`src/rtl/i2c_bt_pkg.sv`:
```
package i2c_bt_pkg;
  localparam int PRE_W = 3;
  localparam int FLT_W = 4;
  localparam int CNT_W = 8 + (1 << PRE_W);

  typedef enum logic [2:0] {
    PH_START  = 3'd0,
    PH_DATA   = 3'd1,
    PH_ACK    = 3'd2,
    PH_RSTART = 3'd3,
    PH_STOP   = 3'd4
  } phase_e;

  typedef struct packed {
    logic [7:0] dv;
    logic [7:0] sh;
    logic [7:0] hi;
    logic [5:0] lo;
  } timing_t;

  function automatic timing_t unpack_timing(input logic [31:0] w);
    timing_t t;
    t.dv = w[31:24];
    t.sh = w[23:16];
    t.hi = w[15:8];
    t.lo = w[5:0];
    return t;
  endfunction

  // count units -> clock cycles
  function automatic logic [CNT_W-1:0] scale_units(input logic [7:0] n,
                                                   input logic [PRE_W-1:0] p);
    return {{(CNT_W-8){1'b0}}, n} << p;
  endfunction

  function automatic logic [7:0] dv_clamp(input logic [7:0] dv, input logic [5:0] lo);
    return (dv > {2'b00, lo}) ? {2'b00, lo} : dv;
  endfunction

  // segment ends on the cycle whose count reaches the target (target 0 acts as 1)
  function automatic logic reached(input logic [CNT_W-1:0] cnt,
                                   input logic [CNT_W-1:0] tgt);
    return (cnt + 1'b1) >= tgt;
  endfunction
endpackage

```
`src/rtl/i2c_bt_prescale.sv`:
```
module i2c_bt_prescale #(
  parameter int PW = 3
) (
  input  logic          clk,
  input  logic          rst_n,
  input  logic [PW-1:0] prescale,
  output logic          tick
);
  localparam int DW = (1 << PW) - 1;
  logic [DW-1:0] div_q;
  logic [DW-1:0] mask;

  assign mask = ~({DW{1'b1}} << prescale);
  assign tick = ((div_q & mask) == mask);

  always_ff @(posedge clk or negedge rst_n) begin
    if (!rst_n) div_q <= '0;
    else        div_q <= div_q + 1'b1;
  end
endmodule

```
`src/rtl/i2c_bt_filter.sv`:
```
module i2c_bt_filter #(
  parameter int FW = 4
) (
  input  logic          clk,
  input  logic          rst_n,
  input  logic          tick,
  input  logic [FW-1:0] len,
  input  logic          raw,
  output logic          filt
);
  logic          lvl_q;
  logic [FW-1:0] run_q;

  assign filt = (len == '0) ? raw : lvl_q;

  always_ff @(posedge clk or negedge rst_n) begin
    if (!rst_n) begin
      lvl_q <= 1'b1;
      run_q <= '0;
    end else if (len == '0) begin
      lvl_q <= raw;
      run_q <= '0;
    end else if (raw == lvl_q) begin
      run_q <= '0;
    end else if (tick) begin
      if (run_q == len - 1'b1) begin
        lvl_q <= raw;
        run_q <= '0;
      end else begin
        run_q <= run_q + 1'b1;
      end
    end
  end
endmodule

```
`src/rtl/i2c_bt_engine.sv`:
```
module i2c_bt_engine
  import i2c_bt_pkg::*;
(
  input  logic             clk,
  input  logic             rst_n,
  input  timing_t          tim_sel,
  input  logic [PRE_W-1:0] prescale,
  input  logic             push_pull,
  input  logic             req,
  input  logic [2:0]       req_phase,
  input  logic             req_bit,
  input  logic             scl_f,
  input  logic             sda_f,
  output logic             done,
  output logic             busy,
  output logic             rx_bit,
  output logic             scl_q,
  output logic             sda_q,
  output logic             hi_run,
  output logic             data_high
);
  typedef enum logic [2:0] {
    S_IDLE, S_ST_HOLD, S_LOW, S_HI_WAIT, S_HIGH, S_SETUP, S_RS_HOLD
  } st_e;

  st_e              st;
  logic [CNT_W-1:0] cnt;
  phase_e           ph;
  logic             bit_l;
  timing_t          tl;

  logic [CNT_W-1:0] lot, hit, sht, dvt, dvt_acc;
  logic             is_data;

  assign lot     = scale_units({2'b00, tl.lo}, prescale);
  assign hit     = scale_units(tl.hi, prescale);
  assign sht     = scale_units(tl.sh, prescale);
  assign dvt     = scale_units(dv_clamp(tl.dv, tl.lo), prescale);
  assign dvt_acc = scale_units(dv_clamp(tim_sel.dv, tim_sel.lo), prescale);
  assign is_data = (ph == PH_DATA) || (ph == PH_ACK);

  assign busy      = (st != S_IDLE);
  assign hi_run    = (st == S_HIGH);
  assign data_high = busy && is_data && scl_q;

  always_ff @(posedge clk or negedge rst_n) begin
    if (!rst_n) begin
      st     <= S_IDLE;
      cnt    <= '0;
      ph     <= PH_START;
      bit_l  <= 1'b1;
      tl     <= '0;
      scl_q  <= 1'b1;
      sda_q  <= 1'b1;
      done   <= 1'b0;
      rx_bit <= 1'b1;
    end else begin
      done <= 1'b0;
      case (st)
        S_IDLE: if (req) begin
          cnt   <= '0;
          bit_l <= req_bit;
          tl    <= tim_sel;
          ph    <= phase_e'(req_phase);
          case (req_phase)
            PH_START: begin
              sda_q <= 1'b0;
              st    <= S_ST_HOLD;
            end
            PH_DATA, PH_ACK: begin
              if (dvt_acc == '0) sda_q <= req_bit;
              st <= S_LOW;
            end
            PH_RSTART: begin
              sda_q <= 1'b1;
              st    <= S_LOW;
            end
            PH_STOP: begin
              sda_q <= 1'b0;
              st    <= S_LOW;
            end
            default: done <= 1'b1;
          endcase
        end
        S_ST_HOLD: begin
          if (reached(cnt, sht)) begin
            scl_q <= 1'b0;
            done  <= 1'b1;
            st    <= S_IDLE;
          end else cnt <= cnt + 1'b1;
        end
        S_LOW: begin
          if (is_data && reached(cnt, dvt)) sda_q <= bit_l;
          if (reached(cnt, lot)) begin
            if (is_data) sda_q <= bit_l;
            scl_q <= 1'b1;
            cnt   <= '0;
            st    <= S_HI_WAIT;
          end else cnt <= cnt + 1'b1;
        end
        S_HI_WAIT: if (push_pull || scl_f) begin
          cnt <= '0;
          st  <= is_data ? S_HIGH : S_SETUP;
        end
        S_HIGH: begin
          if (reached(cnt, hit)) begin
            rx_bit <= sda_f;
            scl_q  <= 1'b0;
            done   <= 1'b1;
            st     <= S_IDLE;
          end else cnt <= cnt + 1'b1;
        end
        S_SETUP: begin
          if (reached(cnt, sht)) begin
            cnt <= '0;
            if (ph == PH_STOP) begin
              sda_q <= 1'b1;
              done  <= 1'b1;
              st    <= S_IDLE;
            end else begin
              sda_q <= 1'b0;
              st    <= S_RS_HOLD;
            end
          end else cnt <= cnt + 1'b1;
        end
        S_RS_HOLD: begin
          if (reached(cnt, sht)) begin
            scl_q <= 1'b0;
            done  <= 1'b1;
            st    <= S_IDLE;
          end else cnt <= cnt + 1'b1;
        end
        default: st <= S_IDLE;
      endcase
    end
  end
endmodule

```
`src/rtl/i2c_bit_timer.sv`:
```
module i2c_bit_timer
  import i2c_bt_pkg::*;
(
  input  logic        clk,
  input  logic        rst_n,
  input  logic [31:0] timing_norm,
  input  logic [31:0] timing_hs,
  input  logic        hs_sel,
  input  logic [2:0]  prescale,
  input  logic [31:0] filt_cfg,
  input  logic        push_pull,
  input  logic        req,
  input  logic [2:0]  req_phase,
  input  logic        req_bit,
  output logic        done,
  output logic        busy,
  output logic        rx_bit,
  input  logic        scl_in,
  input  logic        sda_in,
  output logic        scl_out,
  output logic        scl_oe,
  output logic        sda_out,
  output logic        sda_oe
);
  logic             tick;
  timing_t          tim_sel;
  logic [1:0]       raw_v, filt_v;
  logic [FLT_W-1:0] len_v [2];
  logic             scl_filt, sda_filt;
  logic             hi_count_run, data_scl_high;

  assign tim_sel = hs_sel ? unpack_timing(timing_hs) : unpack_timing(timing_norm);

  i2c_bt_prescale #(.PW(PRE_W)) u_pre (
    .clk(clk), .rst_n(rst_n), .prescale(prescale), .tick(tick)
  );

  // index 0: SCL, index 1: SDA
  assign raw_v    = {sda_in, scl_in};
  assign len_v[0] = filt_cfg[19:16];
  assign len_v[1] = filt_cfg[27:24];

  for (genvar gi = 0; gi < 2; gi++) begin : g_filt
    i2c_bt_filter #(.FW(FLT_W)) u_flt (
      .clk(clk), .rst_n(rst_n), .tick(tick), .len(len_v[gi]),
      .raw(raw_v[gi]), .filt(filt_v[gi])
    );
  end

  assign scl_filt = filt_v[0];
  assign sda_filt = filt_v[1];

  i2c_bt_engine u_eng (
    .clk(clk), .rst_n(rst_n), .tim_sel(tim_sel), .prescale(prescale),
    .push_pull(push_pull), .req(req), .req_phase(req_phase), .req_bit(req_bit),
    .scl_f(scl_filt), .sda_f(sda_filt), .done(done), .busy(busy),
    .rx_bit(rx_bit), .scl_q(scl_out), .sda_q(sda_out),
    .hi_run(hi_count_run), .data_high(data_scl_high)
  );

  assign scl_oe = push_pull | ~scl_out;
  assign sda_oe = push_pull | ~sda_out;
endmodule

```
`config.mk`:
```
export PLATFORM = sky130hd
export DESIGN_NAME = i2c_bit_timer
export DESIGN_NICKNAME = d
export VERILOG_FILES = /design/src/rtl/i2c_bt_pkg.sv /design/src/rtl/i2c_bt_prescale.sv /design/src/rtl/i2c_bt_filter.sv /design/src/rtl/i2c_bt_engine.sv /design/src/rtl/i2c_bit_timer.sv
export SDC_FILE = /design/constraint.sdc
export NUM_CORES = 1
export LEC_CHECK = 0
export BUFFER_PORTS_ARGS = -buffer_cell sky130_fd_sc_hd__buf_4
export CORE_ASPECT_RATIO = 2
export CORE_MARGIN = 4
export CORE_UTILIZATION = 51
export DETAILED_ROUTE_END_ITERATION = 8
export HOLD_SLACK_MARGIN = 0.03
export PLACE_DENSITY = 0.7
export REMOVE_ABC_BUFFERS = 1
export SLEW_MARGIN = 0
export SYNTH_ARGS = -nofsm -noshare
export SYNTH_HDL_FRONTEND = slang
export SYNTH_SLANG_ARGS = --single-unit
```
`constraint.sdc`:
```
create_clock -name clk -period 5.6 [get_ports clk]
set_input_delay 0.84 -clock clk [delete_from_list [all_inputs] [get_ports clk]]
set_output_delay 0.84 -clock clk [all_outputs]
set_load 0.02 [all_outputs]
```
==> reports/qor.txt <==
outcome: finished, final reports clean
most common cell after layout, fill and taps aside: buf_4
CTS sink cnt: 74
Post-synth EDFFs: 0
num rows: 59
Critical Path Start Type: flop
Final Hold Vio Count: 0
Primary FF master, synth: dfrtp_1
RSZ-0062 raised after global routing: no
total track usage: 24.7%
Max Slew Vio Count: 0
number of port buffers: 88
most frequent cells in the layout: buf_4, nor2_1, ha_1
Reg clk slew, reported paths: 0.07 ns
hpwl dp: 15300 µm
Bufs and invs on worst path: 1
CTS tree: yes
routed vias/inst: 6.19
Peak Freq: 210 MHz
DRT iter0 DRCs: 248
hold_ws: 0.476 ns
skew final: 0.0111 ns
Total Die Area: 0.0156 mm²
wire length of the first global-routing pass: 31000 µm
width of the die: 90.2 µm
DRC: 0
Ports: 117
CTS Buf Count: 9
worst skew pair latency: 0.34 ns
Multi-input gate area: 0.00480 mm²
Pleak: 3.74 nW
slowest CP cell: dfrtp_1
Routed wire per std cell: 18.5 µm
register area: 0.00186 mm²
Filler Cell Count: 1168
ANT nets after route: 0
crit end category: flop
Post-CTS Repair Setup Buffers: 0
HP Class: flop to flop
slew margin rel.: 29.2%
CTS Buffer Depth: 2
Mapped Area: 0.00690 mm²
gpl congestion: 0.919
Post-Syn Instances: 806
router iterations before antenna repair: 5
PwrDens: 404 mW/mm²
Seq/Total Area, Yosys: 26.9%
CTS H-tree depth: 3
Crit path largest cell delay: 0.61 ns
clock period minus worst slack: 4.77 ns
ys async rst share: 100%
cts repair resizes: 0
Worst EP required: 5.84 ns
Max FO, Critical Path: 11
final wirelength: 19100 µm
Core Util, Final: 60.6%
initial antenna violation count: 0
Area Growth Syn to Fin: 15.3%
ant diodes: 0
crit share post-route: 85.1%
maxcap violations: 0
# hold bufs at CTS: 0
Core Region: 0.0131 mm²
Synth Warn #: 0
nets@finish: 1060
Initial Utilization: 52.5%
layout cells sized above 1: 17.5%
Slew @ Worst Pin: 1.06 ns
arrival time worst endpoint: 5.01 ns
crit path cell chain: ha_1 -> nand3_1 -> nor2_1 -> and3_1 -> xor2_1 -> ha_1 -> nand4_1 -> o211ai_1 -> a41o_1 -> o21ai_0 -> buf_4 -> nand3_1 -> and4_1 -> or2_0 -> o31ai_1
Cell variety after synth: 65
syn_area_per_cell: 8.56 µm²
maximum number of pins on one net before global-route repair: 75
peak supply drop: 0.235 mV
die height: 172 µm
Final Setup Violations: 0
Crit path max-delay family: simple AND/OR/NAND/NOR gates
vias in the first global route: 6546
GRT overflow: 0
Final TNS setup: 0 ns
FF+latch count, synth: 74
Root Buffer: clkbuf_16
Crit Path Class: flop to flop
total number of vias: 6379
-- flip-flops by register name, indices dropped and copies added (netlist names) --
name,cells
g_filt.u_flt.run_q,8
u_eng.rx_bit,1
u_eng.bit_l,1
u_eng.done,1
g_filt.u_flt.lvl_q,2
u_pre.div_q,7
u_eng.sda_q,1
u_eng.cnt,16
u_eng.ph,3
u_eng.tl,30
u_eng.st,3
u_eng.scl_q,1
-- final cells by class --
type | instances | area share, %
multi-input combinational | 670 | 60.4
clock buffer | 9 | 2.83
sequential | 74 | 23.4
timing repair buffer | 93 | 8.77
inverter | 26 | 1.23
tap | 152 | 2.39
clock inverter | 7 | 1.05
-- metal layers --
layer / up-vias / part of all wire (%) / GRT usage [%]
li1: 3098 / - / -
met1: 3013 / 35 / 23.7
met2: 189 / 54 / 47.5
met3: 79 / 3.1 / 2.83
met4: 0 / 7.9 / 19.2
met5: - / 0 / 0
-- where the power goes --
part / switching (mW) / total, mW / internal (mW) / leakage [nW]
clock network: 0.258 / 0.611 / 0.353 / 0.142
logic: 0.911 / 1.63 / 0.718 / 2.71
registers: 0.247 / 0.971 / 0.724 / 0.893
total: 1.42 / 3.21 / 1.80 / 3.74
-- cells in the mapped netlist, types with 6 or more instances --
cell type	number	area, µm²
a2bb2oi_1	9	78.8
mux2_2	17	191
dfrtp_1	68	1700
and3_1	9	56.3
nor2_1	76	285
nand3_1	32	160
o21ai_0	40	200
nor3_1	23	115
inv_1	25	93.8
ha_1	76	951
xor2_1	7	61.3
a21oi_1	66	330
a21o_1	13	97.6
o21ai_1	6	30.0
o22a_1	7	61.3
buf_1	10	37.5
mux2i_1	60	601
nand2b_1	13	81.3
clkbuf_1	22	82.6
a31oi_1	7	43.8
xnor2_1	26	228
dfstp_2	6	158
nand2_1	71	267
a22o_1	12	105
nand4_1	13	81.3
nor2b_1	9	56.3
-- worst paths after layout --
check / from / endpoint / slack [ns] / cells past startpoint
setup / recovery: u_eng.cnt[0]$_DFFE_PN0P_ / u_eng.cnt[7]$_DFFE_PN0P_ / 0.83 / 15
hold / removal: u_pre.div_q[6]$_DFF_PN0_ / u_pre.div_q[6]$_DFF_PN0_ / 0.48 / 1
setup reg to reg: u_eng.cnt[0]$_DFFE_PN0P_ / u_eng.cnt[7]$_DFFE_PN0P_ / 0.83 / 15
hold reg to reg: u_pre.div_q[6]$_DFF_PN0_ / u_pre.div_q[6]$_DFF_PN0_ / 0.48 / 1
max in group asynchronous: rst_n / u_eng.tl[4]$_DFFE_PN0P_ / 4.31 / 1
min in group asynchronous: rst_n / u_eng.cnt[0]$_DFFE_PN0P_ / 0.64 / 1
-- cell families (layout without fill, tap and decap cells) --
kind of cell	after synthesis	count (layout)	synth area share, %
compound gates	197	197	19.0
xor+xnor	33	33	4.19
fa+ha+maj	76	76	13.8
buf+inv	63	135	3.52
flops	74	74	26.9
mux	82	82	12.9
other cells	1	2	0.0544
simple gates	280	280	19.6
-- through the flow --
stage	instances	instance area (µm²)	setup WS [ns]	power, mW
6_report	1031	7960	0.832	3.21
5_1_grt	1031	7960	0.577	3.47
2_1_floorplan	770	6760	1.57	2.06
3_5_place_dp	1015	7650	0.821	2.59
3_3_place_gp	1015	7650	0.896	2.52
4_1_cts	1031	7960	0.868	3.22
Note: power is estimated with default switching activity, not from simulation.
